### src/rtl/hrf_pkg.sv
`timescale 1ns/1ps
package hrf_pkg;
  localparam int ADDR_W = 5;
  localparam int DATA_W = 32;
  localparam int NUM_EV = 4;
  localparam int STAT_W = 9;

  localparam logic [ADDR_W-1:0] OFF_SRST  = 5'h00;
  localparam logic [ADDR_W-1:0] OFF_LENHI = 5'h04;
  localparam logic [ADDR_W-1:0] OFF_LENLO = 5'h08;
  localparam logic [ADDR_W-1:0] OFF_CTRL  = 5'h0C;
  localparam logic [ADDR_W-1:0] OFF_STAT  = 5'h10;
  localparam logic [ADDR_W-1:0] OFF_ENAB  = 5'h14;
  localparam logic [ADDR_W-1:0] OFF_CLR   = 5'h18;
  localparam logic [ADDR_W-1:0] OFF_QUEUE = 5'h1C;

  typedef enum logic [1:0] {
    ALG_MD5    = 2'd0,
    ALG_SHA1   = 2'd1,
    ALG_SHA224 = 2'd2,
    ALG_SHA256 = 2'd3
  } algo_e;

  typedef enum logic [1:0] {
    LANES_3210 = 2'd0,
    LANES_0123 = 2'd1,
    LANES_2310 = 2'd2,
    LANES_1032 = 2'd3
  } order_e;

  localparam int EV_AVAIL = 0;
  localparam int EV_DONE  = 1;
  localparam int EV_EMPTY = 2;
  localparam int EV_EARLY = 3;
endpackage

### src/rtl/hrf_fifo.sv
`timescale 1ns/1ps
module hrf_fifo #(
  parameter int W     = 32,
  parameter int DEPTH = 8
) (
  input  logic         clk,
  input  logic         rst_n,
  input  logic         flush,
  input  logic         push,
  input  logic [W-1:0] push_data,
  input  logic         pop,
  output logic [W-1:0] head,
  output logic         empty,
  output logic         full
);
  localparam int PW = (DEPTH > 1) ? $clog2(DEPTH) : 1;
  localparam logic [PW-1:0] LAST = PW'(DEPTH - 1);

  logic [W-1:0]  mem [DEPTH];
  logic [PW-1:0] wp, rp;
  logic [PW:0]   cnt;
  logic          do_push, do_pop;

  assign empty   = (cnt == '0);
  assign full    = (cnt == (PW+1)'(DEPTH));
  assign do_push = push && !full && !flush;
  assign do_pop  = pop && !empty && !flush;
  assign head    = empty ? '0 : mem[rp];

  always_ff @(posedge clk) begin
    if (do_push) mem[wp] <= push_data;
  end

  always_ff @(posedge clk or negedge rst_n) begin
    if (!rst_n) begin
      wp  <= '0;
      rp  <= '0;
      cnt <= '0;
    end else if (flush) begin
      wp  <= '0;
      rp  <= '0;
      cnt <= '0;
    end else begin
      if (do_push) wp <= (wp == LAST) ? '0 : wp + 1'b1;
      if (do_pop)  rp <= (rp == LAST) ? '0 : rp + 1'b1;
      case ({do_push, do_pop})
        2'b10:   cnt <= cnt + 1'b1;
        2'b01:   cnt <= cnt - 1'b1;
        default: cnt <= cnt;
      endcase
    end
  end
endmodule

### src/rtl/hrf_irq.sv
`timescale 1ns/1ps
module hrf_irq
  import hrf_pkg::*;
(
  input  logic              clk,
  input  logic              rst_n,
  input  logic              flush,
  input  logic [NUM_EV-1:0] ev,
  input  logic              clr_we,
  input  logic [NUM_EV-1:0] clr_mask,
  input  logic              q_level,
  input  logic [STAT_W-1:0] enable,
  output logic [STAT_W-1:0] status_vec,
  output logic              irq
);
  logic [NUM_EV-1:0] stat_q;

  for (genvar i = 0; i < NUM_EV; i++) begin : g_bit
    always_ff @(posedge clk or negedge rst_n) begin
      if (!rst_n)      stat_q[i] <= 1'b0;
      else if (flush)  stat_q[i] <= 1'b0;
      else if (ev[i])  stat_q[i] <= 1'b1;
      else if (clr_we && clr_mask[i]) stat_q[i] <= 1'b0;
    end
  end

  assign status_vec = {q_level, {(STAT_W-1-NUM_EV){1'b0}}, stat_q};
  assign irq        = |(status_vec & enable);
endmodule

### src/rtl/hash_regfront.sv
`timescale 1ns/1ps
module hash_regfront
  import hrf_pkg::*;
#(
  parameter int Q_DEPTH = 8
) (
  input  logic              clk,
  input  logic              rst_n,
  input  logic              reg_wr_en,
  input  logic              reg_rd_en,
  input  logic [ADDR_W-1:0] reg_addr,
  input  logic [DATA_W-1:0] reg_wdata,
  output logic [DATA_W-1:0] reg_rdata,
  output logic              core_rst,
  output logic              cfg_valid,
  output logic [1:0]        cfg_algo,
  output logic [1:0]        cfg_order,
  output logic [63:0]       cfg_len,
  input  logic              msg_wr,
  input  logic              dig_valid,
  output logic              dig_ready,
  input  logic [DATA_W-1:0] dig_data,
  input  logic              dig_last,
  output logic              irq
);
  logic              sreset_q;
  logic [DATA_W-1:0] len_hi_q, len_lo_q;
  algo_e             algo_q;
  order_e            order_q;
  logic              cfg_q;
  logic [STAT_W-1:0] en_q;
  logic [STAT_W-1:0] status_vec;
  logic [DATA_W-1:0] q_head;
  logic              q_empty, q_full;
  logic              push_ok, pop_req, clr_we;
  logic [NUM_EV-1:0] ev;
  logic [DATA_W-1:0] rd_mux;

  function automatic logic wr_hit(input logic [ADDR_W-1:0] off);
    return reg_wr_en && (reg_addr == off);
  endfunction

  assign dig_ready = !q_full && !sreset_q;
  assign push_ok   = dig_valid && dig_ready;
  assign pop_req   = reg_rd_en && (reg_addr == OFF_QUEUE) && !sreset_q;
  assign clr_we    = wr_hit(OFF_CLR);

  always_comb begin
    ev           = '0;
    ev[EV_AVAIL] = push_ok;
    ev[EV_DONE]  = push_ok && dig_last;
    ev[EV_EMPTY] = pop_req && q_empty;
    ev[EV_EARLY] = msg_wr && !cfg_q && !sreset_q;
  end

  always_ff @(posedge clk or negedge rst_n) begin
    if (!rst_n) begin
      sreset_q <= 1'b0;
      len_hi_q <= '0;
      len_lo_q <= '0;
      algo_q   <= ALG_MD5;
      order_q  <= LANES_3210;
      cfg_q    <= 1'b0;
      en_q     <= '0;
    end else begin
      if (wr_hit(OFF_SRST))  sreset_q <= reg_wdata[0];
      if (wr_hit(OFF_LENHI)) len_hi_q <= reg_wdata;
      if (wr_hit(OFF_LENLO)) len_lo_q <= reg_wdata;
      if (wr_hit(OFF_ENAB))  en_q     <= reg_wdata[STAT_W-1:0];
      if (wr_hit(OFF_CTRL)) begin
        algo_q  <= algo_e'(reg_wdata[1:0]);
        order_q <= order_e'(reg_wdata[9:8]);
      end
      if (sreset_q)              cfg_q <= 1'b0;
      else if (wr_hit(OFF_CTRL)) cfg_q <= 1'b1;
    end
  end

  hrf_fifo #(.W(DATA_W), .DEPTH(Q_DEPTH)) u_queue (
    .clk       (clk),
    .rst_n     (rst_n),
    .flush     (sreset_q),
    .push      (push_ok),
    .push_data (dig_data),
    .pop       (pop_req),
    .head      (q_head),
    .empty     (q_empty),
    .full      (q_full)
  );

  hrf_irq u_irq (
    .clk        (clk),
    .rst_n      (rst_n),
    .flush      (sreset_q),
    .ev         (ev),
    .clr_we     (clr_we),
    .clr_mask   (reg_wdata[NUM_EV-1:0]),
    .q_level    (!q_empty),
    .enable     (en_q),
    .status_vec (status_vec),
    .irq        (irq)
  );

  always_comb begin
    rd_mux = '0;
    case (reg_addr)
      OFF_SRST:  rd_mux = {{(DATA_W-1){1'b0}}, sreset_q};
      OFF_LENHI: rd_mux = len_hi_q;
      OFF_LENLO: rd_mux = len_lo_q;
      OFF_CTRL:  rd_mux = {22'b0, order_q, 6'b0, algo_q};
      OFF_STAT:  rd_mux = {{(DATA_W-STAT_W){1'b0}}, status_vec};
      OFF_ENAB:  rd_mux = {{(DATA_W-STAT_W){1'b0}}, en_q};
      OFF_QUEUE: rd_mux = sreset_q ? '0 : q_head;
      default:   rd_mux = '0;
    endcase
  end

  always_ff @(posedge clk or negedge rst_n) begin
    if (!rst_n)         reg_rdata <= '0;
    else if (reg_rd_en) reg_rdata <= rd_mux;
  end

  assign core_rst  = sreset_q;
  assign cfg_valid = cfg_q;
  assign cfg_algo  = algo_q;
  assign cfg_order = order_q;
  assign cfg_len   = {len_hi_q, len_lo_q};
endmodule

### config.mk
export PLATFORM = sky130hd
export DESIGN_NAME = hash_regfront
export DESIGN_NICKNAME = d
export VERILOG_FILES = /design/src/rtl/hrf_pkg.sv /design/src/rtl/hrf_fifo.sv /design/src/rtl/hrf_irq.sv /design/src/rtl/hash_regfront.sv
export SDC_FILE = /design/constraint.sdc
export NUM_CORES = 1
export LEC_CHECK = 0
export BUFFER_PORTS_ARGS = -buffer_cell sky130_fd_sc_hd__buf_2
export CAP_MARGIN = 10
export CORE_MARGIN = 8
export CORE_UTILIZATION = 55
export CTS_CLUSTER_SIZE = 20
export DETAILED_ROUTE_END_ITERATION = 6
export PLACE_DENSITY = 0.76
export SETUP_SLACK_MARGIN = 0.02
export SLEW_MARGIN = 10
export SYNTH_ARGS = -nofsm -noshare
export SYNTH_HDL_FRONTEND = slang
export SYNTH_HIERARCHICAL = 1
export SYNTH_SLANG_ARGS = --single-unit
### constraint.sdc
create_clock -name clk -period 7.4 [get_ports clk]
set_clock_uncertainty 0.15 [all_clocks]
set_input_delay 1.11 -clock clk [delete_from_list [all_inputs] [get_ports clk]]
set_output_delay 1.11 -clock clk [all_outputs]
set_load 0.02 [all_outputs]
# Yosys cells after proc, flatten, opt, wreduce, memory -nomap -nowiden
# Memories as Yosys holds them, arrays and structs flattened.
# Cells that the tools add are included.
# totals
ff_bits	125
latch_bits	0
mem_bits_rw	256
mem_bits_ro	0
in_bits	76
output_inout_bits	104
elab_cells	97
n_memories	1
# op_classes
n_addsub	4
mul	0
n_div	0
n_lt_le_gt_ge	0
eq_ne	12
n_shift	0
mux	27
n_bitwise	1
n_reduce_logical	37
# memory_table
name	depth	word_bits	rd	rd_ports_with_merged_regs	write_ports	line	rtl
u_queue.mem	8	32	1	0	1	hrf_fifo.sv:19	logic [W-1:0] mem [DEPTH];
# ops
operator	count
32-bit case mux with 7 select lines	1
32-bit 2-to-1 mux	2
1-bit logical AND	22
5-bit == test (second input constant)	4
3-bit 2-to-1 mux	6
1-bit 2-to-1 mux	16
3-bit nonzero test	5
5-bit by 4-bit == test with 1-bit output (second input constant)	2
9-bit AND	1
9-bit OR reduction	1
4-bit case mux with 2 select lines	1
3-bit by 1-bit adder with 3-bit output (second input constant)	2
3-bit == test (second input constant)	2
2-bit nonzero test	3
5-bit by 3-bit == test with 1-bit output (second input constant)	1
5-bit zero test	1
4-bit by 1-bit adder with 4-bit output (second input constant)	1
4-bit == test (second input constant)	1
1-bit zero test	4
4-bit zero test	1
4-bit 2-to-1 mux	1
4-bit by 1-bit subtractor with 4-bit output (second input constant)	1
2-bit by 1-bit == test with 1-bit output (second input constant)	1
2-bit == test (second input constant)	1

# Logic depth before layout (Yosys ltp)
# Gate-level depths: netlist (run 1).
# logic_depth
ltp_word	9
mapped_depth	16

# By module
# Netlist (run 1), hierarchy kept.
# modules_own_cells
mod	n_inst	cells_per_inst	area_per_inst_um2	seq_area_each_um2
hrf_fifo	1	499	10466.3	7937.6
hash_regfront	1	395	5106.1	2777.7
hrf_irq	1	21	232.7	100.1

# Least setup slack after synthesis (run 1)
# Ideal clock, no wire load.
# synth_path
path_type	reg-to-reg
start	reg u_queue.cnt[3]
end	mem u_queue.mem[0][0], enable pin
setup_time_ns	0.513
arrival_ns	5.371
t_required_ns	6.737
path_slack_ns	1.366
stages_incl_launch_ff	10
period_less_slack_ns	6.034
cell_sequence	dfrtp_1 -> buf_2 -> or4b_4 -> buf_6 -> clkinv_2 -> nor2_1 -> and2_1 -> clkbuf_1 -> nand2_1 -> nor4b_1
# synth_via
elab_chain_len	8
# synth_rtl
item	line	rtl
start: declaration	hrf_fifo.sv:21	logic [PW:0] cnt;
start signal: assignment	hrf_fifo.sv:47	2'b10: cnt <= cnt + 1'b1;
start signal: assignment	hrf_fifo.sv:48	2'b01: cnt <= cnt - 1'b1;
start signal: assignment	hrf_fifo.sv:49	default: cnt <= cnt;
4-bit == test	hrf_fifo.sv:25	assign full = (cnt == (PW+1)'(DEPTH));
net q_full	hash_regfront.sv:34	logic q_empty, q_full;
1-bit zero test	hash_regfront.sv:43	assign dig_ready = !q_full && !sreset_q;
1-bit logical AND	hash_regfront.sv:43	
net dig_ready	hash_regfront.sv:21	output logic dig_ready,
1-bit logical AND	hash_regfront.sv:44	assign push_ok = dig_valid && dig_ready;
net ev[0]	hash_regfront.sv:36	logic [NUM_EV-1:0] ev;
1-bit logical AND (2 in a row)	hrf_fifo.sv:26	assign do_push = push && !full && !flush;
1-bit 2-to-1 mux	hrf_fifo.sv:31	if (do_push) mem[wp] <= push_data;
1-bit 2-to-1 mux (implied by the code)	hrf_fifo.sv:31	
end: declaration	hrf_fifo.sv:19	
# The timed path passes the listed nets, and every way through them passes these cells.

# Worst setup path after layout (run 1)
# layout_path
start	reg u_queue.cnt[1]
end	reg u_queue.cnt[3]
# layout_via
elab_chain_len	9
elab_cells_between_ends	17
# layout_rtl
item	line	rtl
4-bit == test *	hrf_fifo.sv:25	
net q_full	hash_regfront.sv:34	
1-bit zero test *	hash_regfront.sv:43	
1-bit logical AND *	hash_regfront.sv:43	
1-bit logical AND *	hash_regfront.sv:44	
net ev[0]	hash_regfront.sv:36	
1-bit logical AND * (2 in a row)	hrf_fifo.sv:26	
2-bit by 1-bit == test with 1-bit output / 2-bit == test (equally long branches)	hrf_fifo.sv:46	case ({do_push, do_pop})
4-bit case mux with 2 select lines	hrf_fifo.sv:46	
4-bit 2-to-1 mux	hrf_fifo.sv:39	end else if (flush) begin
# The timed path passes the listed nets; every way through them passes the cells marked *.
# A chain may end at the register's enable or synchronous reset.

==> impl_table.tex, run 1 <==
\begin{tabular}{lr}
\hline
Metric & Value \\
\hline
\multicolumn{2}{l}{\textbf{Outcome}} \\
Result of the run & complete, no violations \\
\multicolumn{2}{l}{\textbf{Power}} \\
Total power after layout & approximately 5500 uW \\
Worst-case vdd ir drop & 0.1549 mV \\
Leakage power & 0.006998 uW \\
Power density relative to cell area & 300.9 nW/um\^{}2 \\
\multicolumn{2}{l}{\textbf{Global routing}} \\
Antenna violations before repair & 5 \\
Wire length of the first global-routing pass & 52,960 um \\
GRT Overall Usage & about a fifth \\
Pin count of the biggest net entering global routing & 80 \\
Number of global-route vias before repair & roughly 9,000 \\
GRT overflow & 0 \\
\multicolumn{2}{l}{\textbf{Clocking}} \\
Reg clk slew, reported paths & 60 ps \\
Number of buffers inserted by hold repair at cts & 0 \\
Largest buffer count on any clock path & 3 \\
CTS tree & yes \\
Depth of the CTS H-tree & 2 \\
Clock net sink count & approximately 380 \\
Number of buffers created by CTS & 39 \\
Insertion delay to the later sink of the worst-skew pair & about 530 ps \\
Post-CTS setup-driven buffer insertion count & 0 \\
Resized cells post-CTS & 0 \\
Root buffer cell & sky130\_fd\_sc\_hd\_\_clkbuf\_16 \\
\multicolumn{2}{l}{\textbf{Drt}} \\
DRC errors left & 0 \\
Wire per inst & around 23 um \\
Total via count after detailed routing & 8,920 \\
First-pass detailed-route iteration total & 5 \\
Detailed Route Iter0 Violations & 980 \\
Sum of routed wire length over all layers & $\sim$35,000 um \\
Via count normalized by instance count & just under 6 \\
Post-route ant nets & 0 \\
\multicolumn{2}{l}{\textbf{Critical path}} \\
Cell mode on critical path & sky130\_fd\_sc\_hd\_\_a31oi\_1 \\
Worst setup SP type & register \\
Worst reg2reg path endpoint & u\_queue/cnt[3]\$\_DFFE\_PN0P\_ \\
Biggest cell delay along the critical path & slightly above 600 ps \\
R2R Path Start & u\_queue/cnt[1]\$\_DFFE\_PN0P\_ \\
Cell breakdown of the critical path & or4b\_4, clkinv\_2, nor2\_1, and2\_1, inv\_1, o21ai\_0, nor2\_2, ha\_1, a31oi\_1, nor4\_1, a31oi\_1, mux2\_1 \\
Cell depth of the worst flop-to-flop path & 12 \\
Arrival time worst endpoint & approximately 4000 ps \\
Crit path capture type & register \\
Req. time, crit path & between 7000 and 8000 ps \\
Cell with the largest stage delay on the worst path & sky130\_fd\_sc\_hd\_\_dfrtp\_1 \\
Crit path kind & register to register \\
Register-to-register setup slack & 3730 ps \\
Critical path fanouts, max & 12 \\
\multicolumn{2}{l}{\textbf{STA}} \\
Slew at the pin closest to its max-slew limit & $\sim$1200 ps \\
Max\_slew headroom & 22.90\% \\
Hold Violations, Final & 0 \\
Final sum of negative setup slack & 0 ps \\
Unrepaired setup endpoints after global routing & no \\
Max Freq & between 200 and 300 MHz \\
Number of setup violations in the final report & 0 \\
Count of pins over their slew limit & 0 \\
Final period utilization & 49.66\% \\
Post-layout minimum cycle time & between 3000 and 4000 ps \\
\multicolumn{2}{l}{\textbf{Hold path}} \\
Min-delay src & en\_q[5]\$\_DFFE\_PN0P\_ \\
Class of the tightest hold or removal check & register to register \\
Cell depth of the worst min-delay path & 1 \\
Endpoint, Worst Hold & en\_q[5]\$\_DFFE\_PN0P\_ \\
\multicolumn{2}{l}{\textbf{Cells and area}} \\
Antenna cell count & 0 \\
Net count, final & 1,175 \\
Proportion of layout cells with a drive suffix above 1 & 38.24\% \\
FF+latch area & $\sim$11,000 um\^{}2 \\
Area occupied by multi-input gates & roughly 4700 um\^{}2 \\
FILL cells & approximately 2,000 \\
Area growth syn-to-layout & 15.66\% \\
\multicolumn{2}{l}{\textbf{Floorplanning}} \\
Core outline area & roughly 28,000 um\^{}2 \\
Die Footprint & roughly 34,000 um\^{}2 \\
Starting utilization of the core area & 55.52\% \\
Die Y & about 190 um \\
Number of top-level design ports & 180 \\
Floorplan row count & 62 \\
Die boundary width & $\sim$190 um \\
\multicolumn{2}{l}{\textbf{Logic synthesis}} \\
Yosys warns & 6 \\
Post-synthesis mux area share & a little under a fifth \\
Cell area after technology mapping & 15,810 um\^{}2 \\
Xor-xnor portion of the synthesized cell area & less than 1\% \\
Synthesized-area fraction occupied by adder cells & less than 1\% \\
Sequential share of the synthesized area & roughly two thirds \\
Number of enable-type register cells in the synthesized netlist & approximately 260 \\
Mean post-synth cell area & about 17 um\^{}2 \\
Main combinational cell family by area after synthesis & multiplexers \\
Simple-gate share of the synthesized area & between 4 and 5\% \\
Count of state elements after synthesis & 381 \\
Gate Count Post-Synth & between 900 and 1,000 \\
Synthesized-area fraction occupied by ao, oa, aoi and oai cells & 5.668\% \\
Asr flop ratio synth & 32.81\% \\
Cell variety after synth & 63 \\
Top\_reg\_cell synth & sky130\_fd\_sc\_hd\_\_edfxtp\_1 \\
\multicolumn{2}{l}{\textbf{Placed design}} \\
Final estimated routing congestion in global placement & $\sim$0.87 \\
HPWL after detailed placement & approximately 22,000 um \\
Number of port buffers & roughly 180 \\
\multicolumn{2}{l}{\textbf{Job}} \\
Max-cap violation count & 0 \\
\hline
\end{tabular}
power breakdown:
| part | switching [uW] | internal, uW | total, uW |
|---|---|---|---|
| clock | 782 | 1090 | 1870 |
| sequential | 179 | 2530 | 2710 |
| combinational | 538 | 384 | 922 |
| total | 1500 | 4000 | 5500 |
flip-flops by register name (all words and copies together) (netlist names):
signal and cells:
cfg_valid 1, len_lo_q 32, u_irq/status_vec 4, u_queue/mem 256
u_queue/rp 3, reg_rdata 32, u_queue/cnt 4, cfg_algo 2
cfg_order 2, len_hi_q 32, core_rst 1, en_q 9
u_queue/wp 3
through the flow:
step	worst slack [ps]	hold WS (ps)	area, um^2	std cells	utilization, %
after floorplan	1366	329.2	15820	918	-
after global placement	3406	341.7	17050	1436	59.89
after detailed placement	3339	346.7	17050	1436	59.89
after CTS	3744	359.8	18280	1506	64.21
after global routing	3398	375.9	18280	1506	64.21
final	3725	360.3	18280	1506	64.21
kinds of logic after synthesis:
| kind of cell | Yosys count |
|---|---|
| AO/OA/AOI/OAI | 130 |
| XOR/XNOR | 1 |
| adder cells (fa/ha/maj) | 6 |
| buffers and inverters | 77 |
| flip-flops | 381 |
| multiplexers | 189 |
| other | 1 |
| AND/OR/NAND/NOR | 130 |
placed cells by master (no fill, tap or decap), types with 6 or more instances in the layout:
master and instances:
sky130_fd_sc_hd__clkbuf_1 10, sky130_fd_sc_hd__dfrtp_1 122, sky130_fd_sc_hd__mux2_4 30, sky130_fd_sc_hd__buf_2 178, sky130_fd_sc_hd__mux2i_1 42, sky130_fd_sc_hd__mux4_2 65, sky130_fd_sc_hd__nor2_1 42, sky130_fd_sc_hd__clkinv_2 11
sky130_fd_sc_hd__o21ai_0 25, sky130_fd_sc_hd__edfxtp_1 256, sky130_fd_sc_hd__o22ai_1 10, sky130_fd_sc_hd__mux2_2 51, sky130_fd_sc_hd__a21oi_1 30, sky130_fd_sc_hd__nor3_1 9, sky130_fd_sc_hd__buf_4 16, sky130_fd_sc_hd__nand2_1 10
sky130_fd_sc_hd__clkbuf_16 40, sky130_fd_sc_hd__nor2b_1 26, sky130_fd_sc_hd__a22oi_1 28, sky130_fd_sc_hd__ha_1 6, sky130_fd_sc_hd__nand3_1 12, sky130_fd_sc_hd__inv_1 16
layer usage:
| metal | global-route usage, % | routed length, um |
|---|---|---|
| met1 | 28.32 | 14610 |
| met3 | 4.607 | 3169 |
| met5 | 0 | 62 |
| met4 | 4.802 | 593 |
| met2 | 31.80 | 16470 |
worst max-delay path: cells and delay by family, from the launching register on:
| kind | cells | cell delay, ps |
|---|---|---|
| simple gates | 5 | 1050 |
| compound gates | 3 | 800 |
| flops | 1 | 610 |
| fa+ha+maj | 1 | 370 |
| mux | 1 | 340 |
| buf+inv | 2 | 230 |
cell usage after synthesis, types with 6 or more instances:
cell type,instances,area share [%]
sky130_fd_sc_hd__edfxtp_1,256,49
sky130_fd_sc_hd__dfrtp_1,125,20
sky130_fd_sc_hd__mux4_2,65,9.3
sky130_fd_sc_hd__mux2_2,51,3.6
sky130_fd_sc_hd__nor2_1,45,1.1
sky130_fd_sc_hd__mux2i_1,42,2.7
sky130_fd_sc_hd__a21oi_1,30,0.95
sky130_fd_sc_hd__mux2_4,30,2.8
sky130_fd_sc_hd__a22oi_1,28,1.3
sky130_fd_sc_hd__nor2b_1,26,1.0
sky130_fd_sc_hd__o21ai_0,25,0.79
sky130_fd_sc_hd__clkbuf_1,22,0.52
sky130_fd_sc_hd__buf_2,19,0.60
sky130_fd_sc_hd__inv_1,16,0.38
sky130_fd_sc_hd__nand3_1,12,0.38
sky130_fd_sc_hd__nor3_1,12,0.38
sky130_fd_sc_hd__nand2_1,10,0.24
sky130_fd_sc_hd__o22ai_1,10,0.40
sky130_fd_sc_hd__buf_4,9,0.43
sky130_fd_sc_hd__ha_1,6,0.47
layout make-up:
class / instances / share of cell area (%)
Clock buffer: 52 / 5.832
Clock inverter: 18 / 0.8898
Inverter: 17 / 0.3559
Multi-Input combinational cell: 460 / 25.56
Sequential cell: 381 / 59.20
Tap cell: 384 / 2.628
Timing Repair Buffer: 194 / 5.530
worst max path at each step:
stage	from	endpoint	slack [ps]
after global routing	u_queue/cnt[1]$_DFFE_PN0P_	u_queue/cnt[3]$_DFFE_PN0P_	3400
after detailed placement	reg_addr[2]	len_hi_q[15]$_DFFE_PN0P_	3340
after global placement	reg_addr[2]	len_hi_q[22]$_DFFE_PN0P_	3410
after floorplan	u_queue/cnt[3]$_DFFE_PN0P_	u_queue/mem[0][0]$_DFFE_PP_	1370
final	u_queue/cnt[1]$_DFFE_PN0P_	u_queue/cnt[3]$_DFFE_PN0P_	3730
after CTS	u_queue/cnt[1]$_DFFE_PN0P_	irq	3740
No activity file was read; power rests on OpenSTA's default activity.
==> run 2, diff against run 1 <==
- ABC_AREA: unset -> 1
- clock period: 7.4 -> 3.6 ns (I/O delays scaled with it)
==> run 2 against run 1 <==
Effect of this change: the run now ends with DRC left; hold slack worse by 320 ps; die area is 1.3% higher; highest routed layer is now met4; combinational power is 130% higher; first-iteration DRC count is 57% higher; design area is 1.4% higher; critical path depth is 3 lower; setup slack worse by 3100 ps; wire length is 15% higher; clock-buffer cell count is 1 lower; synthesized area is 1.4% higher.
==> impl_table.tex, run 2 <==
\begin{tabular}{lr}
\hline
Metric & Value \\
\hline
\multicolumn{2}{l}{\textbf{Cells and area}} \\
Area growth syn-to-layout & 15.61\% (was 15.66\%) \\
Register bank with the most flops & u\_queue/mem (unchanged) \\
Most frequent standard cell in the layout excluding fill and tap cells & sky130\_fd\_sc\_hd\_\_nand2\_1 (was sky130\_fd\_sc\_hd\_\_edfxtp\_1) \\
Top library cells by usage in the layout, fill and taps aside & sky130\_fd\_sc\_hd\_\_nand2\_1 (309), sky130\_fd\_sc\_hd\_\_edfxtp\_1 (256), sky130\_fd\_sc\_hd\_\_o21ai\_0 (227) (was sky130\_fd\_sc\_hd\_\_edfxtp\_1 (256), sky130\_fd\_sc\_hd\_\_buf\_2 (178), sky130\_fd\_sc\_hd\_\_dfrtp\_1 (122)) \\
Fraction of the core area covered by cells at the end of the flow & 64.56\% (was 64.21\%) \\
Flip-flop count of the largest register, all copies and words added & 256 (unchanged) \\
Proportion of layout cells with a drive suffix above 1 & 17.39\% (was 38.24\%) \\
Net count, final & 1,764 (was 1,175) \\
Antenna cell count & 0 (unchanged) \\
\multicolumn{2}{l}{\textbf{Floorplanning}} \\
Number of top-level design ports & 180 (unchanged) \\
Floorplan row count & 62 (unchanged) \\
Die Footprint & 34,860 um\^{}2 (was 34,420 um\^{}2) \\
Starting utilization of the core area & 55.84\% (was 55.52\%) \\
Die Y & 186.7 um (was 185.5 um) \\
Core outline area & 28,700 um\^{}2 (was 28,470 um\^{}2) \\
Die boundary width & 186.7 um (was 185.5 um) \\
\multicolumn{2}{l}{\textbf{Logic synthesis}} \\
Cell area after technology mapping & 16,030 um\^{}2 (was 15,810 um\^{}2) \\
Top\_reg\_cell synth & sky130\_fd\_sc\_hd\_\_edfxtp\_1 (unchanged) \\
Sequential share of the synthesized area & 67.48\% (was 68.43\%) \\
Leading cell type by number of instances after synthesis & sky130\_fd\_sc\_hd\_\_nand2\_1 (was sky130\_fd\_sc\_hd\_\_edfxtp\_1) \\
Mean post-synth cell area & 10.52 um\^{}2 (was 17.27 um\^{}2) \\
Cell taking the most area after synthesis & sky130\_fd\_sc\_hd\_\_edfxtp\_1 (unchanged) \\
Count of state elements after synthesis & 381 (unchanged) \\
Cell variety after synth & 36 (was 63) \\
Yosys warns & 6 (unchanged) \\
Leading cell types by count after synthesis & sky130\_fd\_sc\_hd\_\_nand2\_1 (309), sky130\_fd\_sc\_hd\_\_edfxtp\_1 (256), sky130\_fd\_sc\_hd\_\_o21ai\_0 (227) (was sky130\_fd\_sc\_hd\_\_edfxtp\_1 (256), sky130\_fd\_sc\_hd\_\_dfrtp\_1 (125), sky130\_fd\_sc\_hd\_\_mux4\_2 (65)) \\
Gate Count Post-Synth & 1,524 (was 915) \\
Leading post-synthesis cells by cell area & sky130\_fd\_sc\_hd\_\_edfxtp\_1 (48\%), sky130\_fd\_sc\_hd\_\_dfrtp\_1 (20\%), sky130\_fd\_sc\_hd\_\_nand2\_1 (7.2\%) (was sky130\_fd\_sc\_hd\_\_edfxtp\_1 (49\%), sky130\_fd\_sc\_hd\_\_dfrtp\_1 (20\%), sky130\_fd\_sc\_hd\_\_mux4\_2 (9.3\%)) \\
Area share of the largest cell type after synthesis & 47.97\% (was 48.64\%) \\
Number of enable-type register cells in the synthesized netlist & 256 (unchanged) \\
Asr flop ratio synth & 32.81\% (unchanged) \\
\multicolumn{2}{l}{\textbf{Job}} \\
Max-cap violation count & 0 (unchanged) \\
\multicolumn{2}{l}{\textbf{Drt}} \\
Total via count after detailed routing & 11,996 (was 8,920) \\
Via count normalized by instance count & 5.734 (was 5.923) \\
First-pass detailed-route iteration total & 7 (was 5) \\
DRC errors left & 3 (was 0) \\
Detailed Route Iter0 Violations & 1,539 (was 980) \\
Post-route ant nets & 0 (unchanged) \\
Sum of routed wire length over all layers & 40,300 um (was 34,900 um) \\
Wire per inst & 19.27 um (was 23.18 um) \\
\multicolumn{2}{l}{\textbf{Global routing}} \\
GRT overflow & 0 (unchanged) \\
Antenna violations before repair & 0 (was 5) \\
Wire length of the first global-routing pass & 64,070 um (was 52,960 um) \\
GRT Overall Usage & 22.56\% (was 20.13\%) \\
Pin count of the biggest net entering global routing & 130 (was 80) \\
Number of global-route vias before repair & 11,573 (was 9,004) \\
\multicolumn{2}{l}{\textbf{Outcome}} \\
Failing checks & DRC \\
Result of the run & finished with violations (was complete, no violations) \\
\multicolumn{2}{l}{\textbf{Placed design}} \\
Number of port buffers & 179 (unchanged) \\
HPWL after detailed placement & 25,850 um (was 22,200 um) \\
Final estimated routing congestion in global placement & 0.8953 (was 0.8685) \\
Placement Setup Slack & 597.7 ps (was 3339 ps) \\
\multicolumn{2}{l}{\textbf{Critical path}} \\
Arrival time worst endpoint & 3060 ps (was 3920 ps) \\
Critical path fanouts, max & 17 (was 12) \\
Crit path capture type & register (unchanged) \\
Req. time, crit path & 3660 ps (was 7640 ps) \\
Crit path kind & register to register (unchanged) \\
Worst setup SP type & register (unchanged) \\
\multicolumn{2}{l}{\textbf{Power}} \\
Leakage power & 0.007885 uW (was 0.006998 uW) \\
Power density relative to cell area & 623.6 nW/um\^{}2 (was 300.9 nW/um\^{}2) \\
Worst-case vdd ir drop & 0.4093 mV (was 0.1549 mV) \\
Total power after layout & 11,550 uW (was 5500 uW) \\
\multicolumn{2}{l}{\textbf{STA}} \\
Unrepaired setup endpoints after global routing & no (unchanged) \\
Post-layout minimum cycle time & 2993 ps (was 3675 ps) \\
Post-route worst setup slack & 606.9 ps (was 3725 ps) \\
Slew at the pin closest to its max-slew limit & 1012 ps (was 1156 ps) \\
Max\_slew headroom & 32.56\% (was 22.90\%) \\
Hold Violations, Final & 0 (unchanged) \\
Max Freq & 334.1 MHz (was 272.1 MHz) \\
Count of pins over their slew limit & 0 (unchanged) \\
Final period utilization & 83.14\% (was 49.66\%) \\
Number of setup violations in the final report & 0 (unchanged) \\
\multicolumn{2}{l}{\textbf{Clocking}} \\
Post-CTS setup-driven buffer insertion count & 0 (unchanged) \\
Largest buffer count on any clock path & 3 (unchanged) \\
Number of buffers created by CTS & 40 (was 39) \\
Insertion delay to the later sink of the worst-skew pair & 520 ps (was 530 ps) \\
Resized cells post-CTS & 0 (unchanged) \\
Clock net sink count & 381 (unchanged) \\
Depth of the CTS H-tree & 2 (unchanged) \\
CTS tree & yes (unchanged) \\
Reg clk slew, reported paths & 60 ps (about the same) \\
Root buffer cell & sky130\_fd\_sc\_hd\_\_clkbuf\_16 (unchanged) \\
Number of buffers inserted by hold repair at cts & 0 (unchanged) \\
\multicolumn{2}{l}{\textbf{Hold path}} \\
Class of the tightest hold or removal check & input port to asynchronous set/reset pin (was register to register) \\
\hline
\end{tabular}
run 2: cell count changes in the layout (fill, tap and decap cells not counted), moves of 26 or more:
cell and change:
sky130_fd_sc_hd__a22oi_1 -28, sky130_fd_sc_hd__mux2i_1 -42, sky130_fd_sc_hd__inv_1 +59, sky130_fd_sc_hd__nor2b_1 -26, sky130_fd_sc_hd__nand4_1 +37, sky130_fd_sc_hd__o21ai_0 +202, sky130_fd_sc_hd__a31oi_1 +30, sky130_fd_sc_hd__a21oi_1 -26
sky130_fd_sc_hd__mux2_2 -51, sky130_fd_sc_hd__nand2_1 +299, sky130_fd_sc_hd__nor2_1 +175, sky130_fd_sc_hd__mux2_4 -30, sky130_fd_sc_hd__o21ai_1 +26, sky130_fd_sc_hd__mux4_2 -65
run 2: per-stage QoR:
stage / hold WS (ps) / cell area [um^2] / TNS [ps] / cells
after floorplan: 94.41 / 16040 / -1627 / 1527
after global placement: 307.1 / 17290 / 0 / 2024
after detailed placement: 310.8 / 17290 / 0 / 2024
after CTS: 66.00 / 18530 / 0 / 2092
after global routing: 127.2 / 18530 / 0 / 2092
final: 43.56 / 18530 / 0 / 2092
run 2: cells by family (layout without fill, tap and decap cells):
group / count (synthesis) / count (layout) / synth area share [%]
AND/OR/NAND/NOR: 632 / 632 / 16.43
flip-flops: 381 / 381 / 67.48
AO/OA/AOI/OAI: 326 / 326 / 10.74
buffers and inverters: 177 / 358 / 4.801
adder cells (fa/ha/maj): 6 / 6 / 0.4684
other: 1 / 4 / 0.02340
XOR/XNOR: 1 / 1 / 0.05466
run 2: layout make-up:
cell class | instances | area, um^2
fill | 2226 | 10170
clock buffer | 51 | 1074
clock inverter | 17 | 170.2
sequential | 381 | 10820
inverter | 80 | 300.3
timing repair buffer | 210 | 1181
multi-input combinational | 969 | 4503
tap | 384 | 480.5
run 2: worst paths after layout:
path                                                to  cells after the start  slack (ps)                  startpoint
max                        u_queue/mem[3][1]$_DFFE_PP_                      9         610  u_queue/cnt[0]$_DFFE_PN0P_
min                            len_lo_q[6]$_DFFE_PN0P_                      1          40                       rst_n
max reg2reg                u_queue/mem[3][1]$_DFFE_PP_                      9         610  u_queue/cnt[0]$_DFFE_PN0P_
min reg2reg                   reg_rdata[4]$_DFFE_PN0P_                      2         320    reg_rdata[4]$_DFFE_PN0P_
max in group asynchronous     len_lo_q[24]$_DFFE_PN0P_                      2        2390                       rst_n
min in group clk              len_hi_q[22]$_DFFE_PN0P_                      3         140               reg_wdata[22]
run 2: metal layers:
layer	GRT usage, %	vias to the layer above	wire [um]
met5	0	-	0
met4	7.086	0	1149
met3	4.586	93	3770
met2	35.13	613	18450
met1	31.61	5732	16930
li1	-	5558	-
run 2: worst max-delay path: stages (launching register included):
cell,delay [ps]
sky130_fd_sc_hd__dfrtp_1,450
sky130_fd_sc_hd__nor2_4,60
sky130_fd_sc_hd__nand3_2,100
sky130_fd_sc_hd__inv_1,60
sky130_fd_sc_hd__nor3b_1,450
sky130_fd_sc_hd__nand3_1,180
sky130_fd_sc_hd__inv_1,140
sky130_fd_sc_hd__nand2_1,230
sky130_fd_sc_hd__nor2_4,560
sky130_fd_sc_hd__buf_4,300
run 2: report_power, final:
group / leakage, uW / total, uW / switching (uW) / internal (uW)
sequential: 0.00396 / 5470 / 268 / 5210
combinational: 0.00331 / 2160 / 1540 / 619
clock: 0.000614 / 3920 / 1600 / 2320
total: 0.00789 / 11600 / 3410 / 8150
